### src/rtl/evt_mon_pkg.sv
package evt_mon_pkg;
  // field positions are fixed: software and the readback depend on them
  localparam int MS_REG_W     = 32;
  localparam int MS_CFG_W     = 24;
  localparam int MS_MODE_BIT  = 23;
  localparam int MS_CODE_LSB  = 19;
  localparam int MS_CODE_W    = 4;
  localparam int MS_SCALE_W   = 16;
  localparam int MS_ZERO_MAX  = 20;

  typedef struct packed {
    logic                  evn_mode;
    logic [MS_CODE_W-1:0]  code;
    logic [2:0]            spare;
    logic [MS_SCALE_W-1:0] scale;
  } ms_cfg_t;
endpackage

### src/rtl/evt_mon_cfg.sv
module evt_mon_cfg
  import evt_mon_pkg::*;
#(
  parameter int REG_W = MS_REG_W
) (
  input  logic             clk,
  input  logic             rst,
  input  logic             we,
  input  logic [REG_W-1:0] wdata,
  output logic [REG_W-1:0] rdata,
  output ms_cfg_t          cfg
);
  localparam int PAD_W = REG_W - MS_CFG_W;

  ms_cfg_t cfg_q;

  always_ff @(posedge clk) begin
    if (rst)     cfg_q <= '0;
    else if (we) cfg_q <= ms_cfg_t'(wdata[MS_CFG_W-1:0]);
  end

  assign cfg   = cfg_q;
  assign rdata = {{PAD_W{1'b0}}, cfg_q};
endmodule

### src/rtl/evt_mon_prescale.sv
module evt_mon_prescale #(
  parameter int SCALE_W = 16
) (
  input  logic               clk,
  input  logic               rst,
  input  logic               restart,
  input  logic               step,
  input  logic [SCALE_W-1:0] scale,
  output logic               hit
);
  logic [SCALE_W-1:0] pos_q;

  assign hit = (pos_q == scale);

  always_ff @(posedge clk) begin
    if (rst || restart) pos_q <= '0;
    else if (step)      pos_q <= hit ? '0 : pos_q + 1'b1;
  end
endmodule

### src/rtl/evt_mon_evn_match.sv
module evt_mon_evn_match #(
  parameter int EVN_W    = 24,
  parameter int CODE_W   = 4,
  parameter int ZERO_MAX = 20
) (
  input  logic [EVN_W-1:0]  evt_num,
  input  logic [CODE_W-1:0] code,
  output logic              keep
);
  localparam int SPAN_W = $clog2(ZERO_MAX + 1) + 1;

  logic [SPAN_W-1:0] span;
  logic [EVN_W-1:0]  mask;

  assign span = SPAN_W'(ZERO_MAX) - SPAN_W'(code);

  for (genvar i = 0; i < EVN_W; i++) begin : g_mask
    assign mask[i] = (SPAN_W'(i) < span) && (i < ZERO_MAX);
  end

  assign keep = ~|(evt_num & mask);
endmodule

### src/rtl/evt_mon_capture.sv
module evt_mon_capture #(
  parameter int CNT_W = 32
) (
  input  logic             clk,
  input  logic             rst,
  input  logic             cnt_clr,
  input  logic             take,
  output logic             strobe,
  output logic [CNT_W-1:0] total
);
  always_ff @(posedge clk) begin
    if (rst) strobe <= 1'b0;
    else     strobe <= take;
  end

  always_ff @(posedge clk) begin
    if (rst || cnt_clr) total <= '0;
    else if (take)      total <= total + 1'b1;
  end
endmodule

### src/rtl/evt_mon_sampler.sv
module evt_mon_sampler
  import evt_mon_pkg::*;
#(
  parameter int REG_W    = MS_REG_W,
  parameter int EVN_W    = 24,
  parameter int CNT_W    = 32,
  parameter int ZERO_MAX = MS_ZERO_MAX
) (
  input  logic             clk,
  input  logic             rst,
  input  logic             cnt_clr,
  input  logic             cfg_we,
  input  logic [REG_W-1:0] cfg_wdata,
  output logic [REG_W-1:0] cfg_rdata,
  input  logic             evt_done,
  input  logic [EVN_W-1:0] evt_num,
  input  logic             buf_full,
  output logic             cap_strobe,
  output logic [CNT_W-1:0] cap_total
);
  ms_cfg_t cfg;
  logic    ps_hit, evn_keep, keep, take;

  evt_mon_cfg #(.REG_W(REG_W)) u_cfg (
    .clk(clk), .rst(rst), .we(cfg_we), .wdata(cfg_wdata),
    .rdata(cfg_rdata), .cfg(cfg)
  );

  evt_mon_prescale #(.SCALE_W(MS_SCALE_W)) u_ps (
    .clk(clk), .rst(rst), .restart(cfg_we),
    .step(evt_done && !cfg.evn_mode), .scale(cfg.scale), .hit(ps_hit)
  );

  evt_mon_evn_match #(.EVN_W(EVN_W), .CODE_W(MS_CODE_W), .ZERO_MAX(ZERO_MAX)) u_evn (
    .evt_num(evt_num), .code(cfg.code), .keep(evn_keep)
  );

  assign keep = cfg.evn_mode ? evn_keep : ps_hit;
  assign take = evt_done && keep && !buf_full;

  evt_mon_capture #(.CNT_W(CNT_W)) u_cap (
    .clk(clk), .rst(rst), .cnt_clr(cnt_clr), .take(take),
    .strobe(cap_strobe), .total(cap_total)
  );
endmodule

### config.mk
export PLATFORM = sky130hd
export DESIGN_NAME = evt_mon_sampler
export DESIGN_NICKNAME = d
export VERILOG_FILES = /design/src/rtl/evt_mon_pkg.sv /design/src/rtl/evt_mon_cfg.sv /design/src/rtl/evt_mon_prescale.sv /design/src/rtl/evt_mon_evn_match.sv /design/src/rtl/evt_mon_capture.sv /design/src/rtl/evt_mon_sampler.sv
export SDC_FILE = /design/constraint.sdc
export NUM_CORES = 1
export LEC_CHECK = 0
export ABC_AREA = 0
export BUFFER_PORTS_ARGS = -buffer_cell sky130_fd_sc_hd__buf_2
export CELL_PAD_IN_SITES_DETAIL_PLACEMENT = 1
export CELL_PAD_IN_SITES_GLOBAL_PLACEMENT = 2
export CORE_MARGIN = 1
export CORE_UTILIZATION = 32
export DETAILED_ROUTE_END_ITERATION = 6
export GPL_TIMING_DRIVEN = 1
export MAX_ROUTING_LAYER = met4
export PLACE_DENSITY = 0.83
export SKIP_LAST_GASP = 1
export SLEW_MARGIN = 20
export SYNTH_ARGS = -nofsm -noshare
export SYNTH_HDL_FRONTEND = slang
export SYNTH_HIERARCHICAL = 1
export SYNTH_SLANG_ARGS = --single-unit
### constraint.sdc
create_clock -name clk -period 6.6 [get_ports clk]
set_input_delay 0.66 -clock clk [delete_from_list [all_inputs] [get_ports clk]]
set_output_delay 0.66 -clock clk [all_outputs]
set_load 0.01 [all_outputs]
---- After elaboration in Yosys (flattened, before gate mapping) ----
Index checks and enable logic that the tools add are counted.
storage, ports and cells
  input port bits ......................... 62
  bits in registers ....................... 73
  output and inout port bits .............. 65
  logic and storage cells ................. 43
cells by class
  $lt $le $gt $ge ......................... 20
  reductions and logical operators ........ 9
  add/subtract/negate cells ............... 3
  bitwise operators ....................... 1
  equal/unequal tests ..................... 1
  multiplexer cells ....................... 2
operators by type and width
  cell                     count
  $lt A4 B6 Y1 const A     8
  $add A32 B1 Y32 const B  1
  $and A24 B20 Y24         1
  $lt A3 B6 Y1 const A     4
  $lt A5 B6 Y1 const A     4
  $reduce_or A24 Y1        1
  $add A16 B1 Y16 const B  1
  $eq A16 B16 Y1           1
  $mux W16                 1
  $lt A1 B6 Y1 const A     2
  $lt A2 B6 Y1 const A     2
  $sub A5 B4 Y6 const A    1
  $logic_and A1 B1 Y1      3
  $logic_not A1 Y1         3
  $logic_or A1 B1 Y1       2
  $mux W1                  1

---- Depth between registers and ports, before layout ----
  word-level depth ........................ 8
  mapped depth ............................ 16
  gate-level depth less buffers ........... 13

---- Modules after synthesis ----
The synthesis kept the hierarchy.
by module, submodules not included
  module             instances  sequential area each (um^2)  area an instance (um^2)  cells an instance
  evt_mon_capture    1          660.6                        1592.8                   180
  evt_mon_cfg        1          480.5                        1113.6                   110
  evt_mon_prescale   1          320.3                        1034.7                   123
  evt_mon_evn_match  1          0.0                          354.1                    53
  evt_mon_sampler    1          0.0                          31.3                     3

---- Worst setup path after synthesis ----
No wires, ideal clock.
  path kind ............................... flip-flop to flip-flop
  from .................................... register u_cfg.cfg_q (netlist bit u_cfg/cfg[20])
  to ...................................... register u_cap.total[28]
  data required time ...................... 6.530 ns
  data arrival time ....................... 3.239 ns
  library setup time ...................... 0.070 ns
  path buffers ............................ 1
  period minus slack after synthesis ...... 3.309 ns
  setup slack ............................. 3.291 ns
  cell stages (with the launch flop) ...... 14
  cell sequence ........................... dfxtp_1 > inv_1 > ha_1 > or4_4 > o211ai_2 > nand4_1 > nor4bb_1 > mux2i_1 > nor3b_2 > buf_4 > nand3_2 > or3_1 > or4_1 > a21oi_1
on the way
  cells in the longest elaborated chain, start to end .. 8
  elaborated cells between the ends (all ways) .. 27
  classes of those cells .................. add/sub (1); order compare (20); mux (1); bitwise (1); reduce/logical (4)
ends and longest elaborated chain
  element                               RTL line                 source
  start, declared                       evt_mon_cfg.sv:15        ms_cfg_t cfg_q;
  start signal, assigned                evt_mon_cfg.sv:19        else if (we) cfg_q <= ms_cfg_t'(wdata[MS_CFG_W-1:0]);
  $sub A5 B4 Y6 *                       evt_mon_evn_match.sv:15  assign span = SPAN_W'(ZERO_MAX) - SPAN_W'(code);
  $lt A1 B6 Y1 (tied with other cells)  evt_mon_evn_match.sv:18  assign mask[i] = (SPAN_W'(i) < span) && (i < ZERO_MAX);
  $and A24 B20 Y24 *                    evt_mon_evn_match.sv:21  assign keep = ~|(evt_num & mask);
  $reduce_or A24 Y1 *                   evt_mon_evn_match.sv:21
  $logic_not A1 Y1 *                    evt_mon_evn_match.sv:21
  net evn_keep                          evt_mon_sampler.sv:22    logic ps_hit, evn_keep, keep, take;
  $mux W1 *                             evt_mon_sampler.sv:38    assign keep = cfg.evn_mode ? evn_keep : ps_hit;
  $logic_and A1 B1 Y1 * (2 in a row)    evt_mon_sampler.sv:39    assign take = evt_done && keep && !buf_full;
  net take                              evt_mon_sampler.sv:22
  end signal, assigned                  evt_mon_capture.sv:18    else if (take) total <= total + 1'b1;
  end, declared                         evt_mon_capture.sv:9     output logic [CNT_W-1:0] total
The timed path passes the listed nets; every way through them passes the cells marked *.
A chain may end at the register's enable or synchronous reset.

---- Worst setup path in the final report ----
Same ends and word-level chain as after synthesis.

==> metrics.txt <==
status completed; Fmax 242 MHz; Final TNS setup 0 ns; Starting DRT DRC Count 75; Vias about 3600; xor and xnor area share after synthesis 0.0785; CP endpoint kind flip-flop; post-synth cell types 65; core area 12600 um^2; Final Hold Fails 0; post-synthesis adder-cell area fraction 0.0121; Area Growth Syn to Fin 17.3%; buffers added on ports between 100 and 150; post-detail-place hpwl 7900 um; drt pass-1 iters 4; CP startpoint kind flip-flop; hold_ws 0.488 ns; post-synth top area cell dfxtp_1; FFs w/ async S/R, synth 0; pin count of the biggest net entering global routing 32; Power Total between 1 and 1.5 mW; post_cts resized 0; hold buffers post-CTS 0; commonest cells after routing, fill and taps aside 106 x buf_2, 73 x dfxtp_1, 56 x nor2_1; Num CTS Buffers 9; critical path class reg -> reg; Worst EP required 6.87 ns; clk_skew slightly above 0.009 ns; yosys warns 6; simple-gate area share of the yosys netlist 0.273; register bit total from synthesis 73; Synth top area share 0.354; EDFF count, synth 0; Clock Sinks 73; Clock transition at path regs 0.06 ns; crit path DAT 4.39 ns; Seq/Total Area, Yosys 0.354; total power density per cell area roughly 230 nW/um^2; Die H 116 um; largest family of logic cells by synthesized area simple AND/OR/NAND/NOR gates; Post-CTS Setup Inserts 0; initial antenna violation count 0; Max Cap Viol 0; global-route wire length before repair around 17000 um; Peak VDD IR 0.0941 mV; RD Place Congestion ~0.8; Leakage 2.07 nW; wire per inst 15.1 um; GRT Residual Overflow 0; Main synth FF type dfxtp_1; vias in the first global route between 3000 and 4000; CP max FO 9; max-slew violation count 0; RSZ-0062 raised after global routing false; CTS tree done; top cells by area, synth dfxtp_1 35%, mux2i_1 7.0%, buf_4 6.4%; boundary pin count 127; synthesized cell area 4130 um^2; Final min period approximately 4.1 ns; Compound-Gate Fraction of Synth Area 0.107; relative slew slack 0.492; Post-Route WL 10800 um; Die X-Extent 116 um; clock buffer depth 2; Post-DRT Antenna Nets 0; final number of setup-violating endpoints 0; DR DRC count 0; total track usage 0.171; FP Rows a little over 40; Post-layout nets 604; n_diodes 0; mux contribution to synthesized area 0.0703; Worst Max-Slew Pin Slew 0.763 ns; most common cell after layout, fill and taps aside buf_2; initial core utilization 0.327; H-tree levels 3; clock root cell clkbuf_16; Die ar. about 13000 um^2; part of the cycle the worst path needs 0.625; FF-to-FF setup slack 2.48 ns; layout cells sized above 1 0.276; syn_area_per_cell 8.80 um^2; Worst Hold Class reg -> reg; worst-skew pair later-pin latency 0.34 ns; Gate Count Post-Synth 469; Via-to-Cell Ratio 4.97; Fillers 1533
[per-stage QoR]
step	setup slack, ns	cell area [um^2]	instances	utilization
finish	2.48	4840	715	0.384
CTS	2.46	4840	715	0.384
floorplan	3.29	4150	476	-
detailed placement	2.49	4500	699	0.356
global placement	2.57	4500	699	0.356
global route	2.08	4840	715	0.384
[where the power goes]
part           switching [mW]  leakage (nW)  internal, mW  total (mW)
registers              0.0118         0.593         0.450       0.462
clock network           0.186         0.166         0.379       0.565
logic                  0.0539          1.31        0.0416      0.0955
total                   0.252          2.07         0.871        1.12
[state kept, by name, summed over array words and instances, names as in the netlist]
signal / cells
u_cap/strobe: 1
u_cfg/cfg: 24
u_ps/pos_q: 16
u_cap/total: 32
[Yosys cell counts, drive strengths merged (6+ instances only)]
library cell  number
dfxtp             73
nor2              57
buf               48
nand2             31
mux2i             29
xor2              27
a21oi             25
nand3             19
nand4             17
o21ai             17
or3               12
or4               10
xnor2             10
nor3               9
nor4               9
and4               8
o31ai              8
clkbuf             7
inv                7
and2               6
[layer usage]
metal	track usage	vias to the layer above	part of all wire
met3	0.0560	11	0.040
met5	-	-	0
li1	-	1761	-
met1	0.193	1722	0.43
met2	0.290	61	0.51
met4	0.0450	0	0.012
[cell type report]
| type | instances | area (um^2) | share of cell area |
|---|---|---|---|
| clock buffer | 11 | 243 | 0.0501 |
| clock inverter | 5 | 103 | 0.0212 |
| inverter | 7 | 26.3 | 0.00543 |
| multi-input combinational | 341 | 2260 | 0.467 |
| sequential | 73 | 1460 | 0.302 |
| tap | 172 | 215 | 0.0445 |
| timing repair buffer | 106 | 531 | 0.110 |
[logic make-up after synthesis]
family,after synthesis
compound gates,69
xor+xnor,37
fa+ha+maj,4
buf+inv,62
flops,73
mux,29
other cells,1
simple gates,194
[final timing paths]
| kind | from | to | cells past startpoint |
|---|---|---|---|
| worst max register to register | u_cfg/cfg[20] | u_cap/total[28] | 12 |
| worst min-delay path | u_cfg/cfg[16] | u_cfg/cfg[16] | 2 |
| worst min register to register | u_cfg/cfg[16] | u_cfg/cfg[16] | 2 |
| worst max-delay path | u_cfg/cfg[20] | u_cap/total[28] | 12 |
[worst max-delay path, stage by stage (launching register included)]
cell and delay, ns:
dfxtp_1 0.51, inv_1 0.11, ha_1 0.28, or4_4 0.54
o211ai_2 0.14, nand4_1 0.11, nor4bb_1 0.35, mux2i_1 0.14
nor3b_2 0.48, nand3_2 0.27, or3_1 0.47, or4_1 0.49
a21oi_1 0.15
Power figures use the tool's default switching activity.
